<file path="config.mk">
export PLATFORM = sky130hd
export DESIGN_NAME = cbc_engine
export DESIGN_NICKNAME = d
export VERILOG_FILES = /design/src/rtl/cbc_pkg.sv /design/src/rtl/cbc_round.sv /design/src/rtl/cbc_round_stack.sv /design/src/rtl/cbc_seq.sv /design/src/rtl/cbc_state.sv /design/src/rtl/cbc_engine.sv
export SDC_FILE = /design/constraint.sdc
export NUM_CORES = 1
export LEC_CHECK = 0
export ABC_AREA = 1
export CORE_UTILIZATION = 55
export DETAILED_ROUTE_END_ITERATION = 12
export GPL_ROUTABILITY_DRIVEN = 1
export HOLD_SLACK_MARGIN = 0.08
export PLACE_DENSITY = 0.94
export SETUP_SLACK_MARGIN = 0.4
export SLEW_MARGIN = 10
export SYNTH_ARGS = -nofsm -noshare
export SYNTH_HDL_FRONTEND = slang
export SYNTH_SLANG_ARGS = --single-unit
</file>
<file path="constraint.sdc">
create_clock -name clk -period 4.6 [get_ports clk]
set_input_delay 0.46 -clock clk [delete_from_list [all_inputs] [get_ports clk]]
set_output_delay 0.46 -clock clk [all_outputs]
set_load 0.005 [all_outputs]
</file>
<file path="src/rtl/cbc_pkg.sv">
package cbc_pkg;
  typedef enum logic [1:0] {
    PH_IDLE  = 2'd0,
    PH_ROUND = 2'd1,
    PH_FINAL = 2'd2
  } phase_e;
endpackage

</file>
<file path="src/rtl/cbc_round.sv">
// One stand-in cipher round: modular key add, fixed left rotation, key XOR.
module cbc_round #(
  parameter int W   = 64,
  parameter int ROT = 7
) (
  input  logic [W-1:0] blk_in,
  input  logic [W-1:0] rkey,
  output logic [W-1:0] blk_out
);
  logic [W-1:0] sum;

  always_comb begin
    sum     = blk_in + rkey;
    blk_out = {sum[W-ROT-1:0], sum[W-1:W-ROT]} ^ rkey;
  end
endmodule

</file>
<file path="src/rtl/cbc_round_stack.sv">
// UNROLL rounds in series; lane g of the key bus feeds round g.
module cbc_round_stack #(
  parameter int W      = 64,
  parameter int UNROLL = 2,
  parameter int ROT    = 7
) (
  input  logic [W-1:0]        din,
  input  logic [UNROLL*W-1:0] keys,
  output logic [W-1:0]        dout
);
  logic [W-1:0] stage [0:UNROLL];

  assign stage[0] = din;

  for (genvar g = 0; g < UNROLL; g++) begin : g_rnd
    cbc_round #(.W(W), .ROT(ROT)) u_round (
      .blk_in  (stage[g]),
      .rkey    (keys[g*W +: W]),
      .blk_out (stage[g+1])
    );
  end

  assign dout = stage[UNROLL];
endmodule

</file>
<file path="src/rtl/cbc_seq.sv">
// Phase and key-index sequencer: idle -> rounds -> final -> idle.
module cbc_seq
  import cbc_pkg::*;
#(
  parameter int ROUNDS = 8,
  parameter int UNROLL = 2,
  parameter int IDX_W  = 4
) (
  input  logic             clk,
  input  logic             rst,
  input  logic             start,
  output phase_e           phase,
  output logic [IDX_W-1:0] key_idx
);
  localparam int LAST_BASE = ROUNDS - UNROLL + 1;

  always_ff @(posedge clk) begin
    if (rst) begin
      phase   <= PH_IDLE;
      key_idx <= '0;
    end else begin
      case (phase)
        PH_IDLE: begin
          if (start) begin
            phase   <= PH_ROUND;
            key_idx <= IDX_W'(1);
          end
        end
        PH_ROUND: begin
          if (key_idx == IDX_W'(LAST_BASE)) begin
            phase   <= PH_FINAL;
            key_idx <= IDX_W'(ROUNDS + 1);
          end else begin
            key_idx <= key_idx + IDX_W'(UNROLL);
          end
        end
        PH_FINAL: begin
          phase   <= PH_IDLE;
          key_idx <= '0;
        end
        default: begin
          phase   <= PH_IDLE;
          key_idx <= '0;
        end
      endcase
    end
  end
endmodule

</file>
<file path="src/rtl/cbc_state.sv">
// State register behind the load / feedback multiplexer.
module cbc_state #(
  parameter int W = 64
) (
  input  logic         clk,
  input  logic         rst,
  input  logic         load,
  input  logic         advance,
  input  logic [W-1:0] fresh,
  input  logic [W-1:0] key0,
  input  logic [W-1:0] fed_back,
  output logic [W-1:0] state
);
  always_ff @(posedge clk) begin
    if (rst)          state <= '0;
    else if (load)    state <= fresh ^ key0;
    else if (advance) state <= fed_back;
  end
endmodule

</file>
<file path="src/rtl/cbc_engine.sv">
module cbc_engine
  import cbc_pkg::*;
#(
  parameter int BLK_W  = 64,
  parameter int ROUNDS = 8,
  parameter int UNROLL = 2,
  parameter int ROT    = 7,
  localparam int IDX_W = $clog2(ROUNDS + 2)
) (
  input  logic                    clk,
  input  logic                    rst,
  input  logic                    in_valid,
  output logic                    in_ready,
  input  logic                    in_sop,
  input  logic [BLK_W-1:0]        in_iv,
  input  logic [BLK_W-1:0]        in_data,
  output logic [IDX_W-1:0]        key_idx,
  input  logic [UNROLL*BLK_W-1:0] key_data,
  output logic                    out_valid,
  output logic [BLK_W-1:0]        out_data
);
  phase_e           phase;
  logic             accept;
  logic [BLK_W-1:0] chain_q;
  logic [BLK_W-1:0] chain_sel;
  logic [BLK_W-1:0] lane0;
  logic [BLK_W-1:0] state;
  logic [BLK_W-1:0] rounds_out;

  assign in_ready  = (phase == PH_IDLE);
  assign accept    = in_valid && in_ready;
  assign chain_sel = in_sop ? in_iv : chain_q;
  assign lane0     = key_data[BLK_W-1:0];

  cbc_seq #(.ROUNDS(ROUNDS), .UNROLL(UNROLL), .IDX_W(IDX_W)) u_seq (
    .clk     (clk),
    .rst     (rst),
    .start   (accept),
    .phase   (phase),
    .key_idx (key_idx)
  );

  cbc_state #(.W(BLK_W)) u_state (
    .clk      (clk),
    .rst      (rst),
    .load     (accept),
    .advance  (phase == PH_ROUND),
    .fresh    (in_data ^ chain_sel),
    .key0     (lane0),
    .fed_back (rounds_out),
    .state    (state)
  );

  cbc_round_stack #(.W(BLK_W), .UNROLL(UNROLL), .ROT(ROT)) u_stack (
    .din  (state),
    .keys (key_data),
    .dout (rounds_out)
  );

  always_ff @(posedge clk) begin
    if (rst) begin
      out_valid <= 1'b0;
      out_data  <= '0;
      chain_q   <= '0;
    end else begin
      out_valid <= (phase == PH_FINAL);
      if (phase == PH_FINAL) begin
        out_data <= state ^ lane0;
        chain_q  <= state ^ lane0;
      end
    end
  end
endmodule

</file>
==> results of run 1 <==
-- repair_timing --
action / CTS
hold buffers: 0
setup endpoints to repair: 59
pin swaps: 28
setup buffers: 11
resized for setup: 162
-- cells in the mapped netlist (all sizes together), types with 5 or more instances --
| library cell | n |
|---|---|
| o21a | 5 |
| clkbuf | 35 |
| a21o | 22 |
| ha | 129 |
| o21bai | 29 |
| a31oi | 34 |
| nand3 | 149 |
| o21ai | 271 |
| inv | 381 |
| or2 | 39 |
| xnor2 | 106 |
| a21boi | 8 |
| and2 | 5 |
| mux2i | 61 |
| a21oi | 274 |
| nor2 | 372 |
| nand4 | 21 |
| nand2 | 644 |
| buf | 28 |
| dfxtp | 135 |
| xor2 | 140 |
| nor4 | 6 |
| nand3b | 18 |
| nor3 | 22 |
-- cells by family after synthesis --
group / count (synthesis) / synth area share, %
AND/OR/NAND/NOR: 1278 / 30.0
AO/OA/AOI/OAI: 653 / 20.2
flip-flops: 135 / 15.2
multiplexers: 61 / 3.43
adder cells (fa/ha/maj): 131 / 9.30
buffers and inverters: 444 / 9.82
XOR/XNOR: 246 / 12.1
-- metal layers --
layer  GRT overflow  global-route usage (%)
met1             48                    81.8
met2            246                    95.4
met3             51                    80.2
met4            134                    83.8
met5              7                    60.3
-- stage by stage --
stage | worst slack (ps) | instance area [sq um] | cells
after floorplan | 877 | 17800 | 2948
after global placement | -360 | 23800 | 3953
after detailed placement | -483 | 23800 | 3953
after CTS | 389 | 25300 | 3995
==> results by group, run 1 <==
Synth
  • Primary FF master, synth: dfxtp_1
  • Mapped Cells: 2,948
  • Count of cell types in the netlist: 49
  • FF+latch count, synth: between 100 and 150
  • Post-synth EDFFs: 0
  • Cell Area, Synth: 17,800 sq um
  • Synth warnings: 0
  • Async S/R FF share, synth: 0%
  • Top cell type by total area after synthesis: dfxtp_1
  • Synth area leaders: dfxtp_1, nand2_1, ha_1
  • Sequential-to-total area share from yosys stat: 15.2%
  • Post-synthesis average cell area: 6.03 sq um
  • Syn Nets: approximately 3,300
  • Yosys top cell area share: 15.2%

Status
  • Failed at: 5_1_grt
  • Err: [ERROR GRT-0116] Global routing finished with congestion. Check the congestion regions in the DRC Viewer.
  • Status: did not finish

Global routing
  • First-pass GRT wire length: 212,000 um
  • Number of global-route vias before repair: 32,800
  • Largest net degree at the start of global routing: 88
  • All-Layer GR Usage: between 80% and 90%
  • Total gr overflow: 486

Placement
  • I/O Buffers: 329
  • HPWL Detailed: 70,700 um
  • Routability cong.: about 1.3

Floorplan
  • Die Y-Extent: 182 um
  • Row cnt: 65
  • Die Span X: 182 um
  • Initial core utilization: 56.1%
  • I/O pin count: 330

Clocking
  • H-Tree Depth: 4
  • Clock Root Buffer: clkbuf_16
  • Maximum clock path buffer count: 2
  • Clock sink count: ~140
  • CTS Buf Count: 17
==> run 2, diff against run 1 <==
--- a/config.mk
+++ b/config.mk
@@ -6,12 +6,10 @@
 export NUM_CORES = 1
 export LEC_CHECK = 0
 export ABC_AREA = 1
-export CORE_UTILIZATION = 55
+export CORE_UTILIZATION = 40
 export DETAILED_ROUTE_END_ITERATION = 12
 export GPL_ROUTABILITY_DRIVEN = 1
-export HOLD_SLACK_MARGIN = 0.08
-export PLACE_DENSITY = 0.94
-export SETUP_SLACK_MARGIN = 0.4
+export PLACE_DENSITY_LB_ADDON = 0.15
 export SLEW_MARGIN = 10
 export SYNTH_ARGS = -nofsm -noshare
 export SYNTH_HDL_FRONTEND = slang
==> run 2 against run 1 <==
Effect of this change: the run now ends clean; area after synthesis did not move; synthesized cell count did not move.
==> results by group, run 2 <==
Synth
  • Syn Nets: roughly 3,300
  • Cell Area, Synth: ~18,000 sq um
  • Most frequent cell after synthesis: nand2_1
  • Post-synthesis average cell area: approximately 6 sq um
  • Synth top cells by count: nand2_1, nor2_1, inv_1
  • Primary FF master, synth: dfxtp_1
  • Count of cell types in the netlist: 49
  • Top cell type by total area after synthesis: dfxtp_1
  • Mapped Cells: slightly below 3,000
  • FF+latch count, synth: 135
  • Post-synth EDFFs: 0
  • Async S/R FF share, synth: 0%
  • Yosys top cell area share: 15.2%
  • Synth area leaders: dfxtp_1, nand2_1, ha_1
  • Sequential-to-total area share from yosys stat: about 15%
  • Synth warnings: 0

Critical path
  • Worst R2R Start: u_state.state[21]$_SDFFE_PP0P_
  • Element type at the critical path end: flip-flop
  • WP data arrival: approximately 5000 ps
  • Startpoint Class: input pin
  • R2R Setup Slk: 170 ps
  • Critical Path Sink: u_state.state[6]$_SDFFE_PP0P_
  • CP startpoint: key_data[22]
  • CP required: 5050 ps
  • FF-to-FF End: u_state.state[6]$_SDFFE_PP0P_
  • Crit Path Max Fanout: 4
  • Reg2Reg Depth: 27
  • Crit path kind: in2reg

Clocking
  • Hold buffers post-CTS: 0
  • Clock Root Buffer: clkbuf_16
  • CTS tree: yes
  • CTS Buf Count: 17
  • Clock slew at reported path FFs: 70 ps
  • H-Tree Depth: 4
  • Clock sink count: 135
  • Worst-Skew Late Latency: around 510 ps
  • Maximum clock path buffer count: 2

Routing
  • Routed Wire Length: approximately 100,000 um
  • First drt pass iteration count: 7
  • DR vias/cell: 5.45
  • DRC: 0
  • Total number of vias: 24,400
  • Post-DRT Antenna Nets: 0
  • Starting DRT DRC Count: 2,638
  • WL/cell: about 22 um

Timing
  • Achievable Freq: 0.220 GHz
  • Tcrit/Tclk final: between 90% and 100%
  • Slew margin rel.: 31.7%
  • Slew of the pin with the lowest slew margin: 1020 ps
  • Hold slack: 490 ps
  • Max-slew violations: 0
  • Period minus WS final: 4550 ps
  • Final setup fails: 0
  • Final number of hold-violating endpoints: 0
  • Worst Clk Skew: 18.7 ps

Job
  • Max Cap Viol: 0

Placement
  • HPWL Detailed: 84,200 um
  • Routability cong.: around 1.1
  • Dpl cell area: 26,500 sq um
  • I/O Buffers: 329

Cells and area
  • Top flop regs: chain_q x64, u_state.state x64, u_seq.key_idx x4
  • Layout cells sized above 1: between 20% and 30%
  • Footprint of the multi-input gates: 14,000 sq um
  • Most common cell after layout, fill and taps aside: buf_4
  • Diodes inserted: 0
  • Area growth from synthesis to layout: 55.8%
  • Most frequent cells in the layout: buf_4, nand2_1, inv_1, nor2_1, clkdlybuf4s50_1
  • Core Util, Final: 63.8%
  • Reg area: 2710 sq um
  • Filler instances: 4,092
  • Fin area: 27,700 sq um
  • Nets@finish: 4,279

Power and ir drop
  • Power, Total: 24,200 uW
  • Leak: 0.0134 uW
  • PwrDens: roughly 870 nW/um^2
  • Peak supply drop: 0.404 mV

Global routing
  • Total gr overflow: 0
  • Number of global-route vias before repair: 23,400
  • All-Layer GR Usage: 43.6%
  • First-pass GRT wire length: about 140,000 um
  • Initial antenna violation count: 3
  • Largest net degree at the start of global routing: 68

Floorplan
  • Die area: 45,300 sq um
  • Core area: about 43,000 sq um
  • Row cnt: 76
  • Die Y-Extent: roughly 210 um
  • Die Span X: 213 um
  • I/O pin count: 330
  • Initial core utilization: 40.9%

Worst hold path
  • Worst Hold Class: in2reg

Status
  • Status: completed
==> run 2: cell counts after synthesis <==
No cell type changed its count.
==> run 2: area by class of cell <==
type                    instances  share of cell area, %
inverters                     381                   5.18
clock inverters                13                  0.501
clock buffers                  19                   1.56
flip-flops and latches        135                   9.76
repair buffers                984                   29.9
well taps                     585                   2.64
multi-input cells            2369                   50.5
==> run 2: how the worst min path moves through the flow <==
| stage | startpoint | to | slack (ps) | depth (start not counted) |
|---|---|---|---|---|
| 2_1_floorplan | u_state.state[8]$_SDFFE_PP0P_ | u_state.state[8]$_SDFFE_PP0P_ | 440 | 2 |
| 3_3_place_gp | chain_q[9]$_SDFFE_PP0P_ | chain_q[9]$_SDFFE_PP0P_ | 450 | 2 |
| 3_5_place_dp | chain_q[8]$_SDFFE_PP0P_ | chain_q[8]$_SDFFE_PP0P_ | 460 | 2 |
| 4_1_cts | chain_q[8]$_SDFFE_PP0P_ | chain_q[8]$_SDFFE_PP0P_ | 490 | 2 |
| 5_1_grt | key_data[20] | chain_q[20]$_SDFFE_PP0P_ | 510 | 4 |
| 6_report | key_data[20] | chain_q[20]$_SDFFE_PP0P_ | 490 | 4 |
==> run 2: critical path: stages <==
cell,delay (ps)
clkdlybuf4s50_1,500
ha_4,310
nand2_1,80
buf_4,150
nor2_2,110
inv_2,90
nor2_2,140
inv_1,80
nor4_4,290
buf_4,180
buf_4,100
nand3_1,70
nand3_2,130
a21boi_0,120
buf_4,170
xnor2_1,140
buf_4,180
ha_4,220
a21oi_2,180
buf_4,130
o21bai_1,100
a21oi_2,210
nand2_1,90
a21oi_2,140
nand2_1,120
nand3_1,100
nand3_1,180
a21oi_2,220
==> run 2: metal layers <==
metal | share of wire, % | up-vias | routed length [um] | global-route usage, %
li1 | - | 11500 | - | -
met1 | 40 | 11400 | 39700 | 54.1
met2 | 44 | 1262 | 43900 | 68.7
met3 | 9.8 | 259 | 9780 | 8.91
met4 | 6.5 | 2 | 6480 | 27.2
met5 | 0.013 | - | 13 | 0
==> run 2: timing repair <==
action,4_1_cts,5_1_grt
pin swaps,2,11
endpoints found under the setup margin,52,57
buffers inserted,1,1
gates resized for setup,28,136
==> run 2: where the power goes <==
group / internal, uW / switching (uW) / total, uW
Sequential: 1500 / 299 / 1800
Combinational: 8790 / 12100 / 20900
Clock: 758 / 697 / 1450
Total: 11100 / 13100 / 24200
==> run 2: metrics by stage <==
step	TNS [ps]	setup slack, ps	cells
4_1_cts	0	18.8	4485
6_report	0	45.2	4486
3_5_place_dp	-43790	-1150	4452
2_1_floorplan	0	877	2948
3_3_place_gp	-40000	-1060	4452
5_1_grt	-115	-21.9	4486
==> run 2: cell families (layout without fill, tap and decap cells) <==
group / Yosys count / count (layout) / share of synthesized area (%)
adders and majority gates: 131 / 131 / 9.30
buffers and inverters: 444 / 1397 / 9.82
AOI/OAI and AO/OA: 653 / 653 / 20.2
xor gates and xnor gates: 246 / 246 / 12.1
DFF: 135 / 135 / 15.2
muxes: 61 / 61 / 3.43
and+or+nand+nor: 1278 / 1278 / 30.0
No activity file was read; power rests on OpenSTA's default activity.
==> run 3, diff against run 2 <==
--- a/config.mk
+++ b/config.mk
@@ -6,7 +6,7 @@
 export NUM_CORES = 1
 export LEC_CHECK = 0
 export ABC_AREA = 1
-export CORE_UTILIZATION = 40
+export CORE_UTILIZATION = 55
 export DETAILED_ROUTE_END_ITERATION = 12
 export GPL_ROUTABILITY_DRIVEN = 1
 export PLACE_DENSITY_LB_ADDON = 0.15
==> run 3 against run 2 <==
Effect of this change: the run now fails in 5_1_grt; area after synthesis stayed put; synthesized cell count stayed put.
==> results by group, run 3 <==
Status
  • Failed at: 5_1_grt
  • Err: [ERROR GRT-0232] Routing congestion too high. Check the congestion heatmap in the GUI.
  • Status: did not finish

Synth
  • FF+latch count, synth: about 140
  • Post-synthesis average cell area: 6.03 sq um
  • Most frequent cell after synthesis: nand2_1
  • Top cell type by total area after synthesis: dfxtp_1
  • Post-synth EDFFs: 0
  • Sequential-to-total area share from yosys stat: approximately 15%
  • Synth warnings: 0
  • Async S/R FF share, synth: 0%
  • Mapped Cells: 2,948
  • Syn Nets: 3,339
  • Cell Area, Synth: approximately 18,000 sq um
  • Yosys top cell area share: 15.2%
  • Synth area leaders: dfxtp_1, nand2_1, ha_1
  • Primary FF master, synth: dfxtp_1
  • Count of cell types in the netlist: about 50
  • Synth top cells by count: nand2_1, nor2_1, inv_1

Placement
  • HPWL Detailed: 78,300 um
  • Routability cong.: between 1 and 1.5
  • Post-Place Cells: 4,199
  • Dpl cell area: about 26,000 sq um
  • I/O Buffers: 329

Floorplan
  • I/O pin count: 330
  • Row cnt: 65
  • Initial core utilization: a little under three fifths
  • Die Y-Extent: 182 um
  • Die Span X: 182 um

Timing
  • Worst endpoint type: register data pin
  • GRT repair_timing worst endpoint: u_state.state[39]$_SDFFE_PP0P_/D

Global routing
  • Largest net degree at the start of global routing: 71
  • All-Layer GR Usage: 89.7%
  • Total gr overflow: 810

Clocking
  • CTS Buf Count: 17
  • Clock sink count: about 140
  • Maximum clock path buffer count: 2
  • H-Tree Depth: 4
  • Clock Root Buffer: clkbuf_16
  • Hold buffers post-CTS: 0
  • Setup Fix Bufs, Post-CTS: 0
## run 3: cell counts after synthesis
No cell type changed its count.
## run 3: cell families after synthesis
family | count (synthesis) | synth area share (%)
AND/OR/NAND/NOR | 1278 | 30.0
AO/OA/AOI/OAI | 653 | 20.2
buffers and inverters | 444 | 9.82
XOR/XNOR | 246 | 12.1
flip-flops | 135 | 15.2
adder cells (fa/ha/maj) | 131 | 9.30
multiplexers | 61 | 3.43
## run 3: repair_timing
| item | CTS |
|---|---|
| pin swaps | 0 |
| setup endpoints to repair | 27 |
| resized for setup | 15 |
## run 3: routing by layer
layer / track usage, % / GRT overflow
met5: 56.3 / 11
met4: 93.5 / 221
met3: 79.0 / 44
met2: 104 / 480
met1: 86.3 / 54
## run 3: per-stage QoR
| step | util (%) | setup slack (ps) | hold slack (ps) | TNS [ps] |
|---|---|---|---|---|
| global placement | 81.0 | -552 | 453 | -11580 |
| floorplan | - | 877 | 441 | 0 |
| CTS | 83.1 | 3.39 | 496 | 0 |
| detailed placement | 81.0 | -618 | 486 | -19560 |
